==> src/rtl/sb_pkg.sv <==
// Shared class codes and the producer/consumer latency function for the
// operand readiness scoreboard. Assumes latencies fit in LAT_W bits.
package sb_pkg;
    localparam int LAT_W  = 6;
    localparam int PCLS_W = 4;
    localparam int CCLS_W = 3;

    // producer class codes
    localparam logic [PCLS_W-1:0] P_ADDLOG  = 4'd0;
    localparam logic [PCLS_W-1:0] P_SHIFT   = 4'd1;
    localparam logic [PCLS_W-1:0] P_ICMP    = 4'd2;
    localparam logic [PCLS_W-1:0] P_MUL32   = 4'd3;
    localparam logic [PCLS_W-1:0] P_MUL64   = 4'd4;
    localparam logic [PCLS_W-1:0] P_FPOP    = 4'd5;
    localparam logic [PCLS_W-1:0] P_DIVS    = 4'd6;
    localparam logic [PCLS_W-1:0] P_DIVD    = 4'd7;
    localparam logic [PCLS_W-1:0] P_LOAD    = 4'd8;
    localparam logic [PCLS_W-1:0] P_BRANCH  = 4'd9;
    localparam logic [PCLS_W-1:0] P_BARRIER = 4'd10;

    // consumer class codes
    localparam logic [CCLS_W-1:0] C_BRANCH = 3'd0;
    localparam logic [CCLS_W-1:0] C_ADDLOG = 3'd1;
    localparam logic [CCLS_W-1:0] C_SHIFT  = 3'd2;
    localparam logic [CCLS_W-1:0] C_ICMP   = 3'd3;
    localparam logic [CCLS_W-1:0] C_MUL    = 3'd4;
    localparam logic [CCLS_W-1:0] C_FPOP   = 3'd5;
    localparam logic [CCLS_W-1:0] C_STORE  = 3'd6;
    localparam logic [CCLS_W-1:0] C_OTHER  = 3'd7;

    // Cycles after producer issue before the consumer may read the result.
    function automatic logic [LAT_W-1:0] lat_of(
        input logic [PCLS_W-1:0] p,
        input logic [CCLS_W-1:0] c,
        input logic              store_data
    );
        logic [LAT_W-1:0] l;
        case (p)
            P_ADDLOG, P_SHIFT, P_ICMP, P_BRANCH: l = LAT_W'(2);
            P_MUL32:   l = LAT_W'(21);
            P_MUL64:   l = LAT_W'(23);
            P_FPOP:    l = LAT_W'(6);
            P_DIVS:    l = LAT_W'(34);
            P_DIVD:    l = LAT_W'(63);
            P_BARRIER: l = LAT_W'(4);
            default:   l = LAT_W'(1);
        endcase
        if (store_data && c == C_STORE) begin
            if (p == P_ADDLOG || p == P_SHIFT || p == P_ICMP) l = LAT_W'(0);
            else if (p == P_MUL32) l = LAT_W'(20);
            else if (p == P_MUL64) l = LAT_W'(22);
        end else begin
            if (p == P_ADDLOG && c <= C_MUL) l = LAT_W'(1);
            else if (p == P_ICMP && c == C_BRANCH) l = LAT_W'(1);
            else if (p == P_FPOP && c == C_FPOP) l = LAT_W'(4);
        end
        return l;
    endfunction
endpackage

==> src/rtl/sb_entry.sv <==
// One register's pending-result tracker: a busy flag, the producer class
// and a saturating count of cycles since issue. Assumes CNT_W bits can
// hold the largest latency; the entry retires when the count saturates.
module sb_entry #(
    parameter int CNT_W  = 6,
    parameter int PCLS_W = 4
) (
    input  logic              clk,
    input  logic              rst_n,
    input  logic              set,
    input  logic [PCLS_W-1:0] set_cls,
    output logic              busy,
    output logic [PCLS_W-1:0] cls,
    output logic [CNT_W-1:0]  elapsed
);
    localparam logic [CNT_W-1:0] CNT_MAX = {CNT_W{1'b1}};

    // Record a new producer or advance / retire the pending one.
    always_ff @(posedge clk) begin
        if (!rst_n) begin
            busy    <= 1'b0;
            cls     <= '0;
            elapsed <= '0;
        end else if (set) begin
            busy    <= 1'b1;
            cls     <= set_cls;
            elapsed <= CNT_W'(1);
        end else if (busy) begin
            if (elapsed == CNT_MAX) busy <= 1'b0;
            else                    elapsed <= elapsed + CNT_W'(1);
        end
    end

    AST_SET_STARTS_COUNT: assert property (@(posedge clk) disable iff (!rst_n)
        set |=> (busy && elapsed == CNT_W'(1)));
    AST_COUNT_ADVANCES: assert property (@(posedge clk) disable iff (!rst_n)
        (busy && !set && elapsed != CNT_MAX) |=>
        (busy && elapsed == $past(elapsed) + CNT_W'(1)));
    AST_RETIRES_AT_CAP: assert property (@(posedge clk) disable iff (!rst_n)
        (busy && !set && elapsed == CNT_MAX) |=> !busy);
endmodule

==> src/rtl/sb_ready_eval.sv <==
// Turns one source's pending state into a ready flag for the given
// consumer class. Assumes elapsed is zero for a same-cycle producer.
module sb_ready_eval
    import sb_pkg::*;
(
    input  logic              pend,
    input  logic [PCLS_W-1:0] cls,
    input  logic [LAT_W-1:0]  elapsed,
    input  logic [CCLS_W-1:0] cons,
    input  logic              store_data,
    output logic              ready
);
    // Ready when nothing is pending or the pair's latency has elapsed.
    always_comb ready = !pend || (elapsed >= lat_of(cls, cons, store_data));
endmodule

==> src/rtl/op_ready_scoreboard.sv <==
// Operand readiness scoreboard. Keeps one tracker per register (except
// the zero register) and evaluates two candidate sources per cycle.
// Assumes in-order issue: the newest issue to a register is its producer.
module op_ready_scoreboard
    import sb_pkg::*;
#(
    parameter int NUM_REGS = 32,
    parameter int ZERO_REG = NUM_REGS - 1,
    localparam int IDX_W   = $clog2(NUM_REGS)
) (
    input  logic              clk,
    input  logic              rst_n,
    input  logic              iss_valid,
    input  logic [IDX_W-1:0]  iss_dst,
    input  logic [PCLS_W-1:0] iss_cls,
    input  logic [CCLS_W-1:0] cand_cls,
    input  logic [IDX_W-1:0]  cand_src_a,
    input  logic [IDX_W-1:0]  cand_src_b,
    output logic              cand_a_ready,
    output logic              cand_b_ready,
    output logic              cand_issue_ok
);
    localparam logic [IDX_W-1:0] ZERO_IDX = IDX_W'(ZERO_REG);
    localparam int NPORT = 2;

    logic              busy_v [NUM_REGS];
    logic [PCLS_W-1:0] cls_v  [NUM_REGS];
    logic [LAT_W-1:0]  el_v   [NUM_REGS];

    // one tracker per register; the zero register is tied idle
    for (genvar i = 0; i < NUM_REGS; i++) begin : g_reg
        if (i == ZERO_REG) begin : g_zero
            assign busy_v[i] = 1'b0;
            assign cls_v[i]  = '0;
            assign el_v[i]   = '0;
        end else begin : g_trk
            sb_entry #(.CNT_W(LAT_W), .PCLS_W(PCLS_W)) u_entry (
                .clk     (clk),
                .rst_n   (rst_n),
                .set     (iss_valid && iss_dst == IDX_W'(i)),
                .set_cls (iss_cls),
                .busy    (busy_v[i]),
                .cls     (cls_v[i]),
                .elapsed (el_v[i])
            );
        end
    end

    logic [IDX_W-1:0] src   [NPORT];
    logic             rdy   [NPORT];
    assign src[0] = cand_src_a;
    assign src[1] = cand_src_b;

    for (genvar p = 0; p < NPORT; p++) begin : g_port
        logic              pend;
        logic [PCLS_W-1:0] pcls;
        logic [LAT_W-1:0]  pel;

        // Select the same-cycle issue if it targets this source, else the tracker.
        always_comb begin
            if (iss_valid && iss_dst == src[p] && src[p] != ZERO_IDX) begin
                pend = 1'b1;
                pcls = iss_cls;
                pel  = '0;
            end else begin
                pend = busy_v[src[p]];
                pcls = cls_v[src[p]];
                pel  = el_v[src[p]];
            end
        end

        sb_ready_eval u_eval (
            .pend       (pend),
            .cls        (pcls),
            .elapsed    (pel),
            .cons       (cand_cls),
            .store_data (p == 1),
            .ready      (rdy[p])
        );
    end

    assign cand_a_ready  = rdy[0];
    assign cand_b_ready  = rdy[1];
    // Store issue waits on the address only; others need both operands.
    assign cand_issue_ok = rdy[0] && (cand_cls == C_STORE || rdy[1]);

    AST_ZERO_READY: assert property (@(posedge clk) disable iff (!rst_n)
        (cand_src_a == ZERO_IDX) |-> cand_a_ready);
    AST_SAME_SRC_AGREE: assert property (@(posedge clk) disable iff (!rst_n)
        (cand_cls != C_STORE && cand_src_a == cand_src_b) |->
        (cand_a_ready == cand_b_ready));
    AST_DATA_NOT_LATER: assert property (@(posedge clk) disable iff (!rst_n)
        (cand_cls == C_STORE && cand_src_a == cand_src_b && cand_a_ready) |->
        cand_b_ready);
    AST_FRESH_NOT_READY: assert property (@(posedge clk) disable iff (!rst_n)
        (iss_valid && iss_dst == cand_src_a && cand_src_a != ZERO_IDX) |->
        !cand_a_ready);
endmodule

==> config.mk <==
export PLATFORM = sky130hd
export DESIGN_NAME = op_ready_scoreboard
export DESIGN_NICKNAME = d
export VERILOG_FILES = /design/src/rtl/sb_pkg.sv /design/src/rtl/sb_entry.sv /design/src/rtl/sb_ready_eval.sv /design/src/rtl/op_ready_scoreboard.sv
export SDC_FILE = /design/constraint.sdc
export NUM_CORES = 1
export LEC_CHECK = 0
export BUFFER_PORTS_ARGS = -buffer_cell sky130_fd_sc_hd__buf_2
export CORE_MARGIN = 8
export CORE_UTILIZATION = 65
export CTS_CLUSTER_SIZE = 14
export DETAILED_ROUTE_END_ITERATION = 8
export HOLD_SLACK_MARGIN = 0.06
export PLACE_DENSITY = 0.82
export SETUP_SLACK_MARGIN = 0.2
export SLEW_MARGIN = 20
export SYNTH_ARGS = -nofsm -noshare
export SYNTH_HDL_FRONTEND = slang
export SYNTH_SLANG_ARGS = --single-unit
==> constraint.sdc <==
create_clock -name clk -period 19.54 [get_ports clk]
set_input_delay 3.908 -clock clk [delete_from_list [all_inputs] [get_ports clk]]
set_output_delay 3.908 -clock clk [all_outputs]
set_load 0.03 [all_outputs]
==> impl_results.md <==
* Synth top cells by count: 375 x nand2_1, 341 x dfxtp_1, 177 x nor2_1
* Slew HR at 26.82%
* CTS tree: built
* Reg power frac at 44.3%
* Fraction of registers with async set/reset at 0%
* Vias in the first global route at 16950
* Clk sinks at 341
* Worst Setup End Kind: output port
* Final Worst Setup Slack at 5.730 ns
* FF+latch count, synth at 341
* Fmax at 72.41 MHz
* Clock Skews at 0.01745 ns
* First-pass GRT wire length at 94.16 mm
* Port bufs at 27
* Routability Congestion at 1.020
* Max cap viols at 0
* Total Routing Usage GR at 30.58%
* Ys flop type: dfxtp_1
* PostCTS Resize Cnt at 0
* Setup crit start kind: input pin
* Drt via density at 6.836
* Clock power share at 47.1%
* Detailed-route wire length at 58.84 mm
* Setup TNS at 0 ns
* Critical path arrival at 9.90 ns
* CTS max path bufs at 3
* Die Ht at 194.9 um
* Register area share after synthesis at 32.81%
* # rows at 65
* CTS root buffer: clkbuf_16
* Worst hold stages at 2
* Pin count of the biggest net entering global routing at 98
* RSZ-0062 raised after global routing: false
* Worst VDD drop at 0.06597 mV
* # hold bufs at CTS at 0
* Syn nets at 2253
* Combinational fraction of design power at 8.6%
* Setup bufs post-CTS at 0
* Leak Pwr at 7.732 nW
* Ports at 28
* DR vias at 17490
* Core footprint at 31560 um2
* Synth top area share at 32.81%
* Cell variety after synth at 74
* Ranking of synthesized cells by area: dfxtp_1 33%, mux4_2 17%, nand2_1 6.8%
* Synth Instances at 2177
* Layout fillers at 2357
* Final net count at 2205
* Post-route minimum period at 13.81 ns
* Initial Utilization at 65.93%
* Die W at 194.9 um
* Dominant cell type by area after synthesis: dfxtp_1
* Crit path max fanout at 40
* Setup CP Type: in -> out
* Status: complete, no violations
* Count of pins over their slew limit at 0
* Period utilisation layout at 70.68%
* Clock Latency Late Sink at 0.53 ns
* Number of synthesized flops with an enable pin at 0
* Syn_area_per_cell at 9.557 um2
* DRC Markers at 0
* Switching Share at 23.88%
* Most instantiated library cell after synthesis: nand2_1
* Share of cells above drive strength 1 at 14.06%
* PD cells at 71.75 nW/um2
* Avg WL per Cell at 23.00 um
* Final HPWL DP at 41.85 mm
* Die area at 37990 um2
* Critical Path RT at 15.63 ns
* H-tree depth at 2
* Reg2reg path depth at 6
* GR Overflow Total at 0
* Final setup fails at 0
* Switching power at 0.3804 mW
* Post-DRT Antenna Nets at 0
* DP Worst Slack at 5.702 ns
* Slew at the pin closest to its max-slew limit at 1.094 ns
* Worst-path clk slew at 0.06 ns
* Hold Fails Final Rpt at 0
* Type of the most critical hold path: reg -> reg
* DRT Pass-1 Iters at 6
* Pint at 1.213 mW
* Initial DRC count at 2435
* Layout area overhead at 6.705%
* Synthesis warning total at 0
* Antenna violations before repair at 5
* CTS buffer count at 38
* Synthesized cell area at 20800 um2
[layer usage]
layer / track usage (%) / part of all wire [%] / vias up / wire length, um
met5: 0 / 0.065 / - / 38
met1: 40.79 / 39 / 8455 / 22970
met4: 11.43 / 4.3 / 6 / 2530
met3: 8.516 / 12 / 191 / 7141
li1: - / - / 7802 / -
met2: 46.93 / 44 / 1033 / 26160
[worst paths after layout]
kind,from,to,slack (ns)
hold / removal,g_reg[5].g_trk.u_entry.cls[0],g_reg[5].g_trk.u_entry.cls[0],0.48
setup reg to reg,g_reg[1].g_trk.u_entry.elapsed[0],g_reg[1].g_trk.u_entry.elapsed[5],17.65
setup / recovery,cand_src_a[0],cand_issue_ok,5.73
hold reg to reg,g_reg[5].g_trk.u_entry.cls[0],g_reg[5].g_trk.u_entry.cls[0],0.48
[sequential cells by signal, summed over array words and instances (netlist names)]
register,count
g.g_trk.u_entry.elapsed,186
g.g_trk.u_entry.cls,124
g.g_trk.u_entry.busy,31
[cells in the final DEF, fill, tap and decap left out, drive strengths merged, types with 7 or more instances in the layout]
| cell type | instances |
|---|---|
| nand2 | 375 |
| dfxtp | 341 |
| nor2 | 178 |
| mux4 | 171 |
| a21boi | 165 |
| nand3 | 141 |
| xor2 | 107 |
| mux2i | 79 |
| o21ai | 62 |
| nand4 | 55 |
| clkbuf | 55 |
| a21oi | 54 |
| xnor2 | 53 |
| ha | 51 |
| buf | 46 |
| o21a | 42 |
| nor2b | 29 |
| or2 | 20 |
| nand2b | 13 |
| inv | 11 |
| o221ai | 8 |
| a211oi | 7 |
| nor3 | 7 |
| mux2 | 7 |
[cell type report]
type / count / area [um2] / area share, %
Multi-Input combinational cell: 1692 / 13240 / 59.62
Clock buffer: 55 / 1116 / 5.027
Antenna cell: 1 / 2.502 / 0.01127
Inverter: 10 / 37.54 / 0.1691
Timing Repair Buffer: 46 / 290.3 / 1.308
Clock inverter: 11 / 188.9 / 0.8510
Tap cell: 402 / 503.0 / 2.266
Sequential cell: 341 / 6827 / 30.75
[through the flow]
stage                     utilization (%)  instance area [um2]  hold WS (ns)  std cells  power, mW
after floorplan                         -                20810        0.4486       2177     0.8257
after global placement              66.21                20890        0.4581       2491     0.8507
after detailed placement            66.21                20890        0.4723       2491     0.8538
after CTS                           70.35                22200        0.4800       2557      1.593
after global routing                70.35                22200        0.5004       2558      1.635
final                               70.35                22200        0.4819       2558      1.593
[cell families (layout without fill, tap and decap cells)]
| group | count (synthesis) | in the layout | share of synthesized area [%] |
|---|---|---|---|
| AND/OR/NAND/NOR | 844 | 844 | 18.02 |
| buffers and inverters | 144 | 122 | 3.632 |
| XOR/XNOR | 160 | 160 | 6.772 |
| multiplexers | 257 | 257 | 23.02 |
| adder cells (fa/ha/maj) | 51 | 51 | 3.067 |
| AO/OA/AOI/OAI | 380 | 380 | 12.67 |
| other | 0 | 1 | 0 |
| flip-flops | 341 | 341 | 32.81 |
[worst max-delay path: stages]
cell and delay, ns:
buf_4 0.36, buf_4 0.60, buf_4 0.63, mux4_2 0.57, nor2b_1 0.14, a211oi_1 0.28
a21oi_1 0.09, a221oi_2 0.43, inv_1 0.15, ha_1 0.24, nor4b_1 0.15, a21oi_1 0.23
nor2b_1 0.20, nor2_1 0.06, mux2i_1 0.14, o21ai_1 0.09, ha_1 0.26, nand2b_1 0.13
a21o_1 0.17, a21oi_1 0.15, nor2b_1 0.05, o21ai_0 0.14, nand2b_1 0.07, a221o_1 0.33
o21a_1 0.11, buf_2 0.17
[power by group through the flow]
stage | logic [mW] | clock network (mW) | registers [mW]
6_report | 0.137 | 0.751 | 0.706
5_1_grt | 0.147 | 0.782 | 0.706
4_1_cts | 0.134 | 0.754 | 0.705
3_5_place_dp | 0.133 | 0 | 0.721
3_3_place_gp | 0.130 | 0 | 0.720
2_1_floorplan | 0.107 | 0 | 0.719
Power figures use the tool's default switching activity.
